## src/rtl/kitchen_timer.sv

```systemverilog
module kitchen_timer #(
  parameter int MAX_MIN     = 99,
  parameter int BUZZ_CYCLES = 8,
  localparam int MIN_W = $clog2(MAX_MIN + 1),
  localparam int BZ_W  = $clog2(BUZZ_CYCLES + 1)
) (
  input  logic             clk,
  input  logic             rst,
  input  logic             btn_min,
  input  logic             btn_sec,
  input  logic             btn_go,
  input  logic             tick,
  output logic [MIN_W-1:0] minutes,
  output logic [5:0]       seconds,
  output logic             buzzer
);

  typedef enum logic [1:0] {IDLE, UP, DOWN} mode_t;

  localparam logic [MIN_W-1:0] MMAX = MIN_W'(MAX_MIN);
  localparam logic [5:0]       SMAX = 6'd59;

  mode_t            mode_q, mode_d;
  logic [2:0]       prev_q;
  logic [MIN_W-1:0] min_q, min_d;
  logic [5:0]       sec_q, sec_d;
  logic [BZ_W-1:0]  bz_q;
  logic             down_done;

  wire p_min = btn_min & ~prev_q[0];
  wire p_sec = btn_sec & ~prev_q[1];
  wire p_go  = btn_go  & ~prev_q[2];
  wire any_p = p_min | p_sec | p_go;
  wire clr   = p_min & p_sec;

  // one second forward, saturating at MAX:59
  logic [MIN_W-1:0] fw_min;
  logic [5:0]       fw_sec;
  always_comb begin
    if (sec_q != SMAX) begin
      fw_min = min_q;
      fw_sec = sec_q + 6'd1;
    end else if (min_q == MMAX) begin
      fw_min = MMAX;
      fw_sec = SMAX;
    end else begin
      fw_min = min_q + 1'b1;
      fw_sec = '0;
    end
  end

  // one minute forward, clamped to MAX:59
  wire [MIN_W-1:0] mf_min = (min_q == MMAX) ? MMAX : min_q + 1'b1;
  wire [5:0]       mf_sec = (min_q == MMAX) ? SMAX : sec_q;

  // one second back
  wire [MIN_W-1:0] bk_min = (sec_q == '0) ? min_q - 1'b1 : min_q;
  wire [5:0]       bk_sec = (sec_q == '0) ? SMAX : sec_q - 6'd1;

  // set result while idle
  logic [MIN_W-1:0] st_min;
  logic [5:0]       st_sec;
  always_comb begin
    st_min = min_q;
    st_sec = sec_q;
    if (p_min && !p_sec) begin
      st_min = mf_min;
      st_sec = mf_sec;
    end else if (p_sec && !p_min) begin
      st_min = fw_min;
      st_sec = fw_sec;
    end
  end

  always_comb begin
    mode_d    = mode_q;
    min_d     = min_q;
    sec_d     = sec_q;
    down_done = 1'b0;
    if (clr) begin
      mode_d = IDLE;
      min_d  = '0;
      sec_d  = '0;
    end else if (mode_q != IDLE) begin
      if (any_p) begin
        mode_d = IDLE;
      end else if (tick) begin
        if (mode_q == UP) begin
          min_d = fw_min;
          sec_d = fw_sec;
        end else begin
          min_d = bk_min;
          sec_d = bk_sec;
          if (bk_min == '0 && bk_sec == '0) begin
            mode_d    = IDLE;
            down_done = 1'b1;
          end
        end
      end
    end else begin
      min_d = st_min;
      sec_d = st_sec;
      if (p_go) mode_d = (st_min == '0 && st_sec == '0) ? UP : DOWN;
    end
  end

  always_ff @(posedge clk) begin
    if (rst) begin
      mode_q <= IDLE;
      min_q  <= '0;
      sec_q  <= '0;
      prev_q <= '0;
      bz_q   <= '0;
    end else begin
      mode_q <= mode_d;
      min_q  <= min_d;
      sec_q  <= sec_d;
      prev_q <= {btn_go, btn_sec, btn_min};
      if (any_p || down_done) bz_q <= BZ_W'(BUZZ_CYCLES);
      else if (bz_q != '0)    bz_q <= bz_q - 1'b1;
    end
  end

  assign minutes = min_q;
  assign seconds = sec_q;
  assign buzzer  = (bz_q != '0);


  clear_prio_chk: assert property (@(posedge clk) disable iff (rst)
    (btn_min && btn_sec && !$past(btn_min) && !$past(btn_sec))
      |=> (minutes == '0 && seconds == '0 && mode_q == IDLE));


  quiet_hold_chk: assert property (@(posedge clk) disable iff (rst)
    (!any_p && (!tick || mode_q == IDLE)) |=> $stable({minutes, seconds}));


  stop_keeps_time_chk: assert property (@(posedge clk) disable iff (rst)
    (mode_q != IDLE && any_p && !(p_min && p_sec))
      |=> (mode_q == IDLE && $stable({minutes, seconds})));


  down_nonzero_chk: assert property (@(posedge clk) disable iff (rst)
    (mode_q == DOWN) |-> (minutes != '0 || seconds != '0));


  sec_range_chk: assert property (@(posedge clk) disable iff (rst)
    seconds <= SMAX);


  buzz_start_chk: assert property (@(posedge clk) disable iff (rst)
    any_p |=> buzzer);

endmodule

```

## config.mk

```make
export PLATFORM = sky130hd
export DESIGN_NAME = kitchen_timer
export DESIGN_NICKNAME = d
export VERILOG_FILES = /design/src/rtl/kitchen_timer.sv
export SDC_FILE = /design/constraint.sdc
export NUM_CORES = 1
export LEC_CHECK = 0
export BUFFER_PORTS_ARGS = -buffer_cell sky130_fd_sc_hd__buf_2
export CAP_MARGIN = 20
export CORE_MARGIN = 5
export CORE_UTILIZATION = 54
export DETAILED_ROUTE_END_ITERATION = 12
export HOLD_SLACK_MARGIN = 0.06
export MAX_ROUTING_LAYER = met4
export PLACE_DENSITY = 0.76
export SLEW_MARGIN = 5
export SYNTH_ARGS = -nofsm -noshare
export SYNTH_HDL_FRONTEND = slang
export SYNTH_SLANG_ARGS = --single-unit
```

## constraint.sdc

```tcl
create_clock -name clk -period 2.5 [get_ports clk]
set_input_delay 0.125 -clock clk [delete_from_list [all_inputs] [get_ports clk]]
set_output_delay 0.125 -clock clk [all_outputs]
set_load 0.005 [all_outputs]
```

==> flow_summary.toml, run 1 <==
[die]
fp.dieH_um = 72.95
initial_core_util_pct = 57.15
ioPinCount = 20
fp.dieW_um = 72.95
placementRows = 22
die-area_mm2 = 0.005321
core_mm2 = 0.003744

[worst_setup_path]
path_max_fanout = 8
cp-start-kind = "flop"
crit_family = "compound AO/OA/AOI/OAI gates"
crit_buf_inv = 2
path_class = "reg2reg"
required_ns = 2.67
rr_startpoint = "seconds[0]"
worstSetupEndpointType = "flop"
slowest_stage = "dfxtp_1"
worstPathCellList = "inv_1 -> ha_1 -> and3_2 -> a311oi_1 -> a31oi_1 -> nor4_4 -> buf_4 -> a21bo_2 -> a2111oi_2"
cp.arrival_ns = 2.52
slowest_delay_ns = 0.34
critPathLaunch = "seconds[0]"

[clock_tree]
cts_buffers = 3
root_buffer = "clkbuf_8"
holdBufCountCts = 0
clk-insertion-delay-late_ns = 0.27
clk_pin_slew_ns = 0.08
clockBufferDepth = 2
cts_resized = 2
h-tree-depth = 1
cts_tree = "done"
cts.sinks = 22
post-cts-setup-buffers = 0

[global_routing]
grt_overflow = 0
grt_max_degree = 24
grt_pass1_wl_um = 11180
antenna_found_initial = 0
track_usage_pct = 27.34
grt_pass1_vias = 2238

[logic_synthesis]
avgSynthCellArea_um2 = 7.302
ys_ff_latch = 22
netlist_area_mm2 = 0.002140
synth_area_leader_cell = "dfxtp_1"
ys_warn_count = 0
synth_flop_cell = "dfxtp_1"
synth_nets = 306
synthArstFlopShare_pct = 0
ys_seq_area_share_pct = 20.58
ys_types = 65
syn_inst = 293
yosysTopAreaCellShare_pct = 20.58
ys_top_cells_by_area = "dfxtp_1 (21%), o21ai_0 (5.1%), nor2_1 (4.7%)"
synth-edff-count = 0

[timing]
slew_headroom_pct = 62.24
post-route-period-util_pct = 93.96
max_freq_mhz = 425.7
finalSetupViolations = 0
min_period_ns = 2.349
whs_ns = 0.08194
worstMarginPinSlew_ns = 0.5652
drv_slew = 0
hold_viol = 0
fin_worst_skew_ns = 0.004236

[finish]
drive_gt1_share_pct = 23.15
fillCellCount = 339
final_cells = 372
regArea_um2 = 445.4
area_growth_pct = 16.96
multi_input_area_mm2 = 0.001575
layout.nets = 338
num_antenna_cells = 0

[detailed_routing]
wirelength_um = 6809
drc = 0
via_count = 2439
vias_per_cell = 6.556
wl_per_cell_um = 18.30
firstDrtPassIters = 7
ant_nets = 0
drt_iter0_drc = 275

[power]
p_per_area_mw_per_mm2 = 828.9
p_leak_nw = 0.9446
vdd_drop_max_mv = 0.3839

[run_status]
outcome = "finished clean"

[flow_run]
drv_cap = 0

[place]
dp_cells = 368
dp_hpwl_um = 4995
port_buffers = 19
gp_congestion = 1.025

[worst_hold_path]
hp-start = "btn_go"
hp-class = "in2reg"
## where the power goes
part           switching, mW  internal [mW]  total (mW)
clock network          0.122          0.214       0.336
registers              0.100          0.409       0.509
logic                  0.714          0.515        1.23
## per-layer routing
| metal | wire [um] | track usage, % |
|---|---|---|
| met5 | 0 | - |
| met4 | 299 | 10.66 |
| met3 | 618 | 4.132 |
| met2 | 2958 | 39.18 |
| met1 | 2934 | 38.29 |
## sequential cells by signal (all words and copies together) (netlist names)
name / cells
bz_q: 4
seconds: 6
mode_q: 2
minutes: 7
prev_q: 3
## cell usage in the layout, fill, tap and decap left out, types with 3 or more instances in the layout
cell type  Yosys  layout
nor2b_1        8       8
a22oi_1        3       3
buf_2          3      19
o32ai_1        3       3
dfxtp_2        0       4
o221ai_1       3       3
a31oi_1        8       8
xnor2_1        5       5
nor2_1        27      27
nand2_1       26      26
nand2b_1       5       5
o21ai_0       22      22
nor3_1        14      14
mux2i_1        3       3
nor4_1         4       3
a21o_1         4       4
a211oi_1       5       5
nand3_1       10      10
a2111oi_2      3       3
or3_1          4       4
ha_1           7       6
o211ai_1       3       3
dfxtp_1       22      18
buf_4          3      28
clkbuf_8       0       3
a21oi_1       19      19
and3_1         5       4
xor2_1         5       5
inv_1         11      11
## path summary, 6_finish.rpt
| check | endpoint | slack [ns] | cells past startpoint |
|---|---|---|---|
| setup reg to reg | bz_q[1] | 0.15 | 9 |
| hold / removal | prev_q[2] | 0.08 | 2 |
| hold reg to reg | seconds[1] | 0.51 | 2 |
| setup / recovery | bz_q[1] | 0.15 | 9 |
## final cells by class
cell class / count / area share [%]
Tap cell: 48 / 2.400
Clock buffer: 3 / 1.650
Clock inverter: 1 / 1.200
Multi-Input combinational cell: 239 / 62.95
Inverter: 12 / 1.800
Timing Repair Buffer: 47 / 12.20
Sequential cell: 22 / 17.80
## logic make-up (layout without fill, tap and decap cells)
kind of cell	after synthesis	after routing	share of synthesized area [%]
AOI/OAI and AO/OA	96	96	31.17
xor gates and xnor gates	10	10	4.093
adders and majority gates	7	7	4.093
buffers and inverters	32	63	7.017
DFF	22	22	20.58
muxes	5	5	2.456
and+or+nand+nor	121	121	30.59
## metrics by stage
step                util [%]  total power [mW]  setup TNS, ns  cell area (um2)  setup WS, ns
detailed placement     64.10             1.662       -0.02323             2400      -0.02323
global placement       64.10             1.653              0             2400       0.02657
CTS                    66.21             2.016              0             2479       0.04288
global route           66.84             2.224      -0.002823             2502     -0.002823
floorplan                  -             1.329              0             2140        0.1668
finish                 66.84             2.074              0             2502        0.1509
## cell usage after synthesis (4+ instances only)
cell and number:
a31oi_1 8, nor3_1 14, o21ai_0 22, and3_1 5, nor2_1 27, clkbuf_1 11, xnor2_1 5, xor2_1 5
dfxtp_1 22, a21o_1 4, nor4_1 4, or3_1 4, ha_1 7, a211oi_1 5, inv_1 11, nand2b_1 5
a21oi_1 19, nand3_1 10, nand2_1 26, nor2b_1 8
(Power assumes the default switching activity.)
==> run 2: changes to the inputs <==
--- a/config.mk
+++ b/config.mk
@@ -11,7 +11,6 @@
 export CORE_UTILIZATION = 54
 export DETAILED_ROUTE_END_ITERATION = 12
 export HOLD_SLACK_MARGIN = 0.06
-export MAX_ROUTING_LAYER = met4
 export PLACE_DENSITY = 0.76
 export SLEW_MARGIN = 5
 export SYNTH_ARGS = -nofsm -noshare
==> flow_summary.toml, run 2 (same netlist as run 1, synthesis figures left out) <==
[timing]
slew_headroom_pct = 64.55
fin_worst_skew_ns = 0.002639
min_period_ns = 2.369
worstMarginPinSlew_ns = 0.5234
hold_viol = 0
max_freq_mhz = 422.2
finalSetupViolations = 0
setup_ws_ns = 0.1313
drv_slew = 0
post-route-period-util_pct = 94.75

[finish]
layout.nets = 341
regArea_um2 = 442.9
final_cell_mix = "buf_4 (31), nor2_1 (27), nand2_1 (26), o21ai_0 (22), dfxtp_1 (20)"
multi_input_area_mm2 = 0.001559
drive_gt1_share_pct = 22.32
area_growth_pct = 17.13
fin_area_mm2 = 0.002506
largest_register_ffs = 7
final_common_cell = "buf_4"
fillCellCount = 331
num_antenna_cells = 0

[clock_tree]
post-cts-setup-buffers = 0
holdBufCountCts = 0
root_buffer = "clkbuf_8"
clk-insertion-delay-late_ns = 0.28
cts_tree = "done"
cts.sinks = 22
h-tree-depth = 1
cts_resized = 0
cts_buffers = 3
clockBufferDepth = 2
clk_pin_slew_ns = 0.09

[global_routing]
grt_max_degree = 24
antenna_found_initial = 0
grt_pass1_vias = 2254
busiest_layer = "met2"
gr-usage-met2_pct = 40.88
track_usage_pct = 26.45
grt_overflow = 0
globalRouteMet1Util_pct = 36.10
grt_pass1_wl_um = 11140
grt_use_met3_pct = 5.510

[place]
placed_area_mm2 = 0.002422
gp_congestion = 0.9874
port_buffers = 19
dp_hpwl_um = 4942
pre_cts_ws_ns = 0.08016

[detailed_routing]
drt_iter0_drc = 255
drc = 0
firstDrtPassIters = 5
vias_per_cell = 6.565
via_count = 2462
wirelength_um = 6783
ant_nets = 0
wl_per_cell_um = 18.09

[worst_hold_path]
hp-class = "in2reg"

[die]
placementRows = 22
fp.dieH_um = 72.95
initial_core_util_pct = 57.15
die-area_mm2 = 0.005321
ioPinCount = 20
fp.dieW_um = 72.95
core_mm2 = 0.003744

[power]
p_clk_share_pct = 17.1
p_comb_share_pct = 58.6
vdd_drop_max_mv = 0.4764
power_switching_mw = 0.9424
pwr-share-seq_pct = 24.3
swShare_pct = 45.40
p_leak_nw = 0.9564
p_per_area_mw_per_mm2 = 828.3
p_int_mw = 1.133

[flow_run]
drv_cap = 0

[worst_setup_path]
cp-start-kind = "flop"
path_max_fanout = 7
worstSetupEndpointType = "flop"
path_class = "reg2reg"
required_ns = 2.71
cp.arrival_ns = 2.58

[run_status]
outcome = "finished clean"
[run 2: changes by cell type in the layout (fill, tap and decap cells not counted), sizes merged]
cell	change
buf	+3
[run 2: path summary, 6_finish.rpt]
kind	startpoint	to	slack [ns]	depth (start not counted)
setup / recovery	minutes[0]	bz_q[3]	0.13	10
hold / removal	btn_go	prev_q[2]	0.08	2
setup reg to reg	minutes[0]	bz_q[3]	0.13	10
hold reg to reg	seconds[1]	seconds[1]	0.55	2
[run 2: through the flow]
stage                      TNS (ns)  hold WS [ns]  cells  util, %  power (mW)
after floorplan                   0        0.1939    293        -       1.329
after global placement            0        0.3548    371    64.71       1.660
after detailed placement          0        0.3622    371    64.71       1.673
after CTS                         0       0.07943    375    66.61       2.028
after global routing      -0.002497       0.07949    375    66.95       2.219
final                             0       0.07692    375    66.95       2.076
[run 2: layer usage]
| metal | part of all wire [%] | up-vias | wire [um] |
|---|---|---|---|
| met3 | 11 | 20 | 763 |
| met2 | 44 | 162 | 3016 |
| li1 | - | 1162 | - |
| met5 | 0 | - | 0 |
| met4 | 2.4 | 0 | 166 |
| met1 | 42 | 1118 | 2836 |
[run 2: layout make-up]
type | instances | area share [%]
Tap cell | 48 | 2.396
Sequential cell | 22 | 17.67
Clock inverter | 1 | 1.198
Clock buffer | 3 | 1.648
Inverter | 12 | 1.797
Multi-Input combinational cell | 239 | 62.21
Timing Repair Buffer | 50 | 13.08
[run 2: worst max-delay path, cell delays in order, from the launching register on]
cell	delay (ns)
dfxtp_2	0.40
inv_1	0.11
ha_1	0.25
o21bai_1	0.20
a41oi_1	0.27
a31oi_1	0.08
o22a_1	0.25
nor4_2	0.36
buf_4	0.18
nand2_1	0.05
a31oi_1	0.16
[run 2: power by group through the flow]
stage	logic, mW	clock network, mW	registers (mW)
floorplan	0.857	0	0.472
global placement	1.16	0	0.505
detailed placement	1.16	0	0.509
CTS	1.17	0.356	0.501
global route	1.33	0.370	0.515
finish	1.22	0.354	0.505
